## config.mk

```make
export PLATFORM = sky130hd
export DESIGN_NAME = dma_arbiter
export DESIGN_NICKNAME = d
export VERILOG_FILES = /design/src/rtl/dma_arb_pkg.sv /design/src/rtl/dma_arb_req_qual.sv /design/src/rtl/dma_arb_pick.sv /design/src/rtl/dma_arb_fsm.sv /design/src/rtl/dma_arb_ack.sv /design/src/rtl/dma_arbiter.sv
export SDC_FILE = /design/constraint.sdc
export NUM_CORES = 1
export LEC_CHECK = 0
export BUFFER_PORTS_ARGS = -buffer_cell sky130_fd_sc_hd__buf_4
export CORE_MARGIN = 4
export CORE_UTILIZATION = 50
export CTS_BUF_LIST = sky130_fd_sc_hd__clkbuf_16
export DETAILED_ROUTE_END_ITERATION = 7
export PLACE_DENSITY_LB_ADDON = 0.1
export SYNTH_ARGS = -nofsm -noshare
export SYNTH_HDL_FRONTEND = slang
export SYNTH_SLANG_ARGS = --single-unit
```

## constraint.sdc

```tcl
create_clock -name clk -period 4.6 [get_ports clk]
set_clock_uncertainty 0.05 [all_clocks]
set_input_delay 0.46 -clock clk [delete_from_list [all_inputs] [get_ports clk]]
set_output_delay 0.46 -clock clk [all_outputs]
set_load 0.01 [all_outputs]
```

## src/rtl/dma_arb_pkg.sv

```systemverilog
package dma_arb_pkg;

    typedef enum logic [1:0] {
        ST_IDLE    = 2'd0,
        ST_HOLD    = 2'd1,
        ST_SERVE   = 2'd2,
        ST_RELEASE = 2'd3
    } arb_state_e;

    // index width for a channel count, never below one bit
    function automatic int chan_w(input int n);
        return (n > 1) ? $clog2(n) : 1;
    endfunction

    // (a + b) modulo n for a, b already below n
    function automatic int wrap_add(input int a, input int b, input int n);
        int s;
        s = a + b;
        if (s >= n) s = s - n;
        return s;
    endfunction

endpackage

```

## src/rtl/dma_arb_req_qual.sv

```systemverilog
module dma_arb_req_qual
    import dma_arb_pkg::*;
#(
    parameter int NCH = 4,
    localparam int CW = chan_w(NCH)
) (
    input  logic           clk,
    input  logic           rst,
    input  logic [NCH-1:0] hw_req,
    input  logic           req_low,
    input  logic [NCH-1:0] sw_set,
    input  logic [NCH-1:0] sw_clr,
    input  logic [NCH-1:0] mask_set,
    input  logic [NCH-1:0] mask_clr,
    input  logic [NCH-1:0] autoinit,
    input  logic           end_hit,
    input  logic [CW-1:0]  end_ch,
    output logic [NCH-1:0] mask_q,
    output logic [NCH-1:0] sw_q,
    output logic [NCH-1:0] valid
);

    logic [NCH-1:0] mask_d;
    logic [NCH-1:0] sw_d;
    logic [NCH-1:0] hw_act;

    always_comb begin
        mask_d = (mask_q & ~mask_clr) | mask_set;
        sw_d   = (sw_q & ~sw_clr) | sw_set;
        if (end_hit) begin
            if (!autoinit[end_ch]) mask_d[end_ch] = 1'b1;
            sw_d[end_ch] = 1'b0;
        end
    end

    always_ff @(posedge clk) begin
        if (rst) begin
            mask_q <= '1;
            sw_q   <= '0;
        end else begin
            mask_q <= mask_d;
            sw_q   <= sw_d;
        end
    end

    assign hw_act = hw_req ^ {NCH{req_low}};
    assign valid  = (hw_act & ~mask_q) | sw_q;

    AST_EOP_SW_CLEARED: assert property (@(posedge clk) disable iff (rst)
        end_hit |=> !sw_q[$past(end_ch)]);
    AST_EOP_MASK_SET: assert property (@(posedge clk) disable iff (rst)
        (end_hit && !autoinit[end_ch]) |=> mask_q[$past(end_ch)]);
    AST_EOP_MASK_KEPT: assert property (@(posedge clk) disable iff (rst)
        (end_hit && autoinit[end_ch] && !mask_set[end_ch] && !mask_clr[end_ch])
        |=> (mask_q[$past(end_ch)] == $past(mask_q[end_ch])));

endmodule

```

## src/rtl/dma_arb_pick.sv

```systemverilog
module dma_arb_pick
    import dma_arb_pkg::*;
#(
    parameter int NCH = 4,
    localparam int CW = chan_w(NCH)
) (
    input  logic [NCH-1:0] valid,
    input  logic           rotate,
    input  logic [CW-1:0]  last_ch,
    output logic           win_vld,
    output logic [CW-1:0]  win_ch
);

    int start_idx;
    int probe;

    always_comb begin
        win_vld   = 1'b0;
        win_ch    = '0;
        start_idx = 0;
        probe     = 0;
        if (rotate) start_idx = wrap_add(int'(last_ch), 1, NCH);
        for (int off = 0; off < NCH; off++) begin
            probe = wrap_add(start_idx, off, NCH);
            if (!win_vld && valid[probe]) begin
                win_vld = 1'b1;
                win_ch  = CW'(probe);
            end
        end
    end

endmodule

```

## src/rtl/dma_arb_fsm.sv

```systemverilog
module dma_arb_fsm
    import dma_arb_pkg::*;
#(
    parameter int NCH = 4,
    localparam int CW = chan_w(NCH)
) (
    input  logic          clk,
    input  logic          rst,
    input  logic          any_valid,
    input  logic          disable_i,
    input  logic          hlda,
    input  logic          eop,
    input  logic [CW-1:0] win_ch,
    output logic          hrq,
    output logic          grant_vld,
    output logic [CW-1:0] grant_ch,
    output logic [CW-1:0] last_ch,
    output logic          end_hit
);

    arb_state_e state_q;
    arb_state_e state_d;

    always_comb begin
        state_d = state_q;
        unique case (state_q)
            ST_IDLE:    if (any_valid && !disable_i && !hlda) state_d = ST_HOLD;
            ST_HOLD:    if (hlda) state_d = (any_valid && !disable_i) ? ST_SERVE : ST_RELEASE;
            ST_SERVE:   if (eop) state_d = ST_RELEASE;
            ST_RELEASE: if (!hlda) state_d = ST_IDLE;
            default:    state_d = ST_IDLE;
        endcase
    end

    always_ff @(posedge clk) begin
        if (rst) begin
            state_q  <= ST_IDLE;
            grant_ch <= '0;
            last_ch  <= CW'(NCH - 1);
        end else begin
            state_q <= state_d;
            if (state_q == ST_HOLD && state_d == ST_SERVE) grant_ch <= win_ch;
            if (end_hit) last_ch <= grant_ch;
        end
    end

    assign hrq       = (state_q == ST_HOLD) || (state_q == ST_SERVE);
    assign grant_vld = (state_q == ST_SERVE);
    assign end_hit   = grant_vld && eop;

    AST_HRQ_WAITS_HLDA: assert property (@(posedge clk) disable iff (rst)
        (hrq && !grant_vld && !hlda) |=> hrq);
    AST_RELEASE_WAIT: assert property (@(posedge clk) disable iff (rst)
        (!hrq && hlda) |=> !hrq);
    AST_DONE_DROPS_HRQ: assert property (@(posedge clk) disable iff (rst)
        end_hit |=> !hrq);
    AST_GRANT_HELD: assert property (@(posedge clk) disable iff (rst)
        (grant_vld && !eop) |=> (grant_vld && $stable(grant_ch)));
    AST_DISABLE_BLOCKS: assert property (@(posedge clk) disable iff (rst)
        (disable_i && !hrq) |=> !hrq);
    AST_GRANT_AFTER_HLDA: assert property (@(posedge clk) disable iff (rst)
        $rose(grant_vld) |-> $past(hlda));

endmodule

```

## src/rtl/dma_arb_ack.sv

```systemverilog
module dma_arb_ack
    import dma_arb_pkg::*;
#(
    parameter int NCH = 4,
    localparam int CW = chan_w(NCH)
) (
    input  logic           grant_vld,
    input  logic [CW-1:0]  grant_ch,
    input  logic           ack_high,
    output logic [NCH-1:0] dack
);

    for (genvar g = 0; g < NCH; g++) begin : g_lane
        logic hit;
        assign hit     = grant_vld && (grant_ch == CW'(g));
        assign dack[g] = ack_high ? hit : !hit;
    end

endmodule

```

## src/rtl/dma_arbiter.sv

```systemverilog
module dma_arbiter
    import dma_arb_pkg::*;
#(
    parameter int NCH = 4,
    localparam int CW = chan_w(NCH)
) (
    input  logic           clk,
    input  logic           rst,
    input  logic [NCH-1:0] hw_req,
    input  logic [NCH-1:0] sw_set,
    input  logic [NCH-1:0] sw_clr,
    input  logic [NCH-1:0] mask_set,
    input  logic [NCH-1:0] mask_clr,
    input  logic [NCH-1:0] autoinit,
    input  logic           cfg_rotate,
    input  logic           cfg_disable,
    input  logic           cfg_req_low,
    input  logic           cfg_ack_high,
    input  logic           hlda,
    input  logic           eop,
    output logic           hrq,
    output logic [NCH-1:0] dack,
    output logic           act_vld,
    output logic [CW-1:0]  act_ch,
    output logic           svc_done,
    output logic [NCH-1:0] mask_o,
    output logic [NCH-1:0] swreq_o
);

    logic [NCH-1:0] valid;
    logic           win_vld;
    logic [CW-1:0]  win_ch;
    logic [CW-1:0]  last_ch;
    logic           end_hit;
    logic [NCH-1:0] ack_asserted;

    dma_arb_req_qual #(.NCH(NCH)) u_qual (
        .clk      (clk),
        .rst      (rst),
        .hw_req   (hw_req),
        .req_low  (cfg_req_low),
        .sw_set   (sw_set),
        .sw_clr   (sw_clr),
        .mask_set (mask_set),
        .mask_clr (mask_clr),
        .autoinit (autoinit),
        .end_hit  (end_hit),
        .end_ch   (act_ch),
        .mask_q   (mask_o),
        .sw_q     (swreq_o),
        .valid    (valid)
    );

    dma_arb_pick #(.NCH(NCH)) u_pick (
        .valid   (valid),
        .rotate  (cfg_rotate),
        .last_ch (last_ch),
        .win_vld (win_vld),
        .win_ch  (win_ch)
    );

    dma_arb_fsm #(.NCH(NCH)) u_fsm (
        .clk       (clk),
        .rst       (rst),
        .any_valid (win_vld),
        .disable_i (cfg_disable),
        .hlda      (hlda),
        .eop       (eop),
        .win_ch    (win_ch),
        .hrq       (hrq),
        .grant_vld (act_vld),
        .grant_ch  (act_ch),
        .last_ch   (last_ch),
        .end_hit   (end_hit)
    );

    dma_arb_ack #(.NCH(NCH)) u_ack (
        .grant_vld (act_vld),
        .grant_ch  (act_ch),
        .ack_high  (cfg_ack_high),
        .dack      (dack)
    );

    assign svc_done     = end_hit;
    assign ack_asserted = cfg_ack_high ? dack : ~dack;

    AST_ACK_SINGLE: assert property (@(posedge clk) disable iff (rst)
        $onehot0(ack_asserted));
    AST_ACK_QUIET: assert property (@(posedge clk) disable iff (rst)
        !act_vld |-> (ack_asserted == '0));
    AST_GRANT_WAS_VALID: assert property (@(posedge clk) disable iff (rst)
        $rose(act_vld) |-> $past(win_vld));

endmodule

```

==> impl_metrics.ini <==
[synth]
post_synth_main_area_contributors = dfxtp_1 26%, nor3_1 6.1%, inv_1 5.6%, ha_1 4.7%, o211ai_1 4.2%
yosysSeqAreaShare = 0.2620
async_flop_share = 0
synth.area.mux_share = 0.05848
syn_area_sq_mm = 0.001070
synthXorXnorAreaFrac = 0.07368
synth_adder_area_share = 0.04678
synthSimpleGateAreaFrac = 0.1766
yosys_warnings = 0
synthTopCellsByCount = 16 x inv_1, 14 x dfxtp_1, 13 x nor3_1
yosysTopAreaCellShare = 0.2620
synth_edf_count = 0
synth_most_common_cell = inv_1
synth_nets = 168
yosysTopAreaCell = dfxtp_1
yosys.cell_types.count = 36
synth_compound_area_frac = 0.3193
avgSynthCellArea_sq_um = 8.104
synth.ff_latch_count = 14
ys.flop_type = dfxtp_1
synth_top_family_by_area = compound AO/OA/AOI/OAI gates
syn_inst = 132

[drt]
wl_um = 3492
via_per_inst = 5.928
dr_total_vias = 1239
dr.pass1.iters = 4
drc = 0
first_iter_violations = 33
post_drt_wl_per_cell_um = 16.71
antenna_left = 0

[floorplan]
initial_core_util = 0.5344
die-area_sq_mm = 0.002944
die_h_um = 54.26
io_pins = 49
coreArea_sq_mm = 0.002002
die_w_um = 54.26
num_rows = 16

[timing]
grt_setup_unrepaired = false
worst_slew_pin_slew_ns = 0.5748
hold_viol = 0
tns_ns = 0
maxSlewViolCount = 0
finalWorstSetupSlack_ns = 2.433
hold_ws_ns = 0.3610
setup_viol = 0
finalCritPeriodShare = 0.4711
fmax_ghz = 0.4615
slew_headroom = 0.6160
fin_crit_ns = 2.167

[power]
total_power_uw = 388.2
p_leak_nw = 0.7184
switching_share = 0.2608
power_frac_comb = 0.227
pwr-share-clk = 0.436
power.internal_uw = 286.9
p_seq_frac = 0.337
switchingPower_uw = 101.3
p_per_area_mw_per_mm2 = 252.9
ir_drop_v = 0.0001624

[setup_path]
r2r_slack_ns = 2.49
start_kind = primary input
worstReg2RegStart = u_fsm.state_q[0]$_SDFF_PP0_
path_max_fanout = 7
rr_worst_depth = 8
cpMostUsedCell = nor3_1
path_class = primary input to flop
r2r_end = u_fsm.grant_ch[1]$_SDFFE_PP0P_
cp_slowest_cell = a21oi_1
cp_cell_sequence = buf_4 -> xor2_1 -> a21oi_1 -> a41oi_1 -> nor3_1 -> nor3_1 -> a211oi_1
slowest_delay_ns = 0.48
startpoint = cfg_req_low
cp-end-kind = flop
crit_required_ns = 4.70
arrival_ns = 2.27
crit_path_end = u_fsm.grant_ch[0]$_SDFFE_PP0P_

[layout]
multi_input_area_sq_um = 721.9
area_growth_pct = 43.51
drive_gt1_frac = 0.3187
fill_cells = 161
fin_cells = 209
n_antenna_cell = 0
layout.nets = 219
register_area_sq_um = 280.3

[clocking]
clk_latency_ns = 0.24
post_cts_resized = 0
clk_transition_reported_paths_ns = 0.05
clock_path_buffers = 2
postCtsSetupRepairBufs = 0
cts_tree = done
clock-sinks = 14
cts_buffers = 3
cts_hold_buf = 0
cts-root-buf = clkbuf_16
htreeDepth = 1

[min_path]
hp-class = primary input to flop

[placement]
place_inst = 205
pre_cts_ws_ns = 2.316
dp_hpwl_um = 2653
io_buffers = 48
gp_congestion = 0.8749

[global_route]
grt-ovfl-total = 0
grt.total_usage = 0.2602
grt_antenna_before_repair = 0
grt_pass1_vias = 1171
grt_max_degree = 13
grt_pass1_wl_um = 5506

[run_status]
run_status = complete, no violations

[job]
max_cap_viol_count = 0
-- worst min path at each step --
stage | endpoint | depth (start not counted) | slack (ns) | from
floorplan | u_qual.mask_q[0]$_SDFF_PP1_ | 2 | 0.50 | u_qual.mask_q[0]$_SDFF_PP1_
global placement | u_qual.mask_q[3]$_SDFF_PP1_ | 2 | 0.48 | u_qual.mask_q[3]$_SDFF_PP1_
detailed placement | u_qual.sw_q[0]$_SDFF_PP0_ | 2 | 0.48 | u_qual.sw_q[0]$_SDFF_PP0_
CTS | u_qual.mask_q[3]$_SDFF_PP1_ | 2 | 0.36 | autoinit[3]
global route | u_qual.mask_q[1]$_SDFF_PP1_ | 2 | 0.37 | autoinit[1]
finish | u_qual.mask_q[3]$_SDFF_PP1_ | 2 | 0.36 | autoinit[3]
-- final cells by class --
cell class / instances / area share
multi-input combinational: 100 / 0.4703
timing repair buffer: 48 / 0.2347
sequential: 14 / 0.1826
clock buffer: 3 / 0.04890
inverter: 16 / 0.03912
tap: 27 / 0.02200
clock inverter: 1 / 0.002445
-- cell usage in the layout (no fill, tap or decap), drive strengths merged, types with 4 or more instances in the layout --
cell type and count:
o211ai 6, ha 4, dfxtp 14, mux2i 4, nand3 6, nor3 13
a21oi 5, xor2 5, nor2 5, nand2 9, a22oi 4, buf 48
nor2b 4, inv 16, xnor2 4
-- power by group through the flow --
stage                     registers [mW]  clock network, mW  logic, mW
after detailed placement           0.133                  0     0.0863
after global placement             0.133                  0     0.0831
after floorplan                    0.134                  0     0.0427
final                              0.131              0.169     0.0882
after CTS                          0.131              0.167     0.0873
after global routing               0.131              0.179     0.0950
-- kinds of logic (layout without fill, tap and decap cells) --
kind of cell               Yosys count  after routing
DFF                                 14             14
adders and majority gates            4              4
and+or+nand+nor                     39             39
xor gates and xnor gates             9              9
muxes                                5              5
buffers and inverters               18             68
AOI/OAI and AO/OA                   43             43
-- registers in the layout (all words and copies together), names as in the netlist --
name and cells:
u_fsm.state_q 2, u_qual.mask_q 4, u_fsm.grant_ch 2, u_fsm.last_ch 2, u_qual.sw_q 4
-- layer usage --
| metal | vias up | routed length [um] | track usage |
|---|---|---|---|
| met2 | 70 | 1797 | 0.4701 |
| met5 | - | 0 | 0 |
| met1 | 565 | 1300 | 0.2973 |
| met3 | 14 | 297 | 0.05722 |
| li1 | 590 | - | - |
| met4 | 0 | 97 | 0.09129 |
-- critical path: cells and delay by family --
kind	cells	cell delay, ns
simple gates	2	0.57
compound gates	3	0.92
buf+inv	1	0.13
xor+xnor	1	0.19
-- per-stage QoR --
step | utilization | cell area [sq um]
floorplan | - | 1070
global placement | 0.7275 | 1456
detailed placement | 0.7275 | 1456
CTS | 0.7669 | 1535
global route | 0.7669 | 1535
finish | 0.7669 | 1535
(Power assumes the default switching activity.)
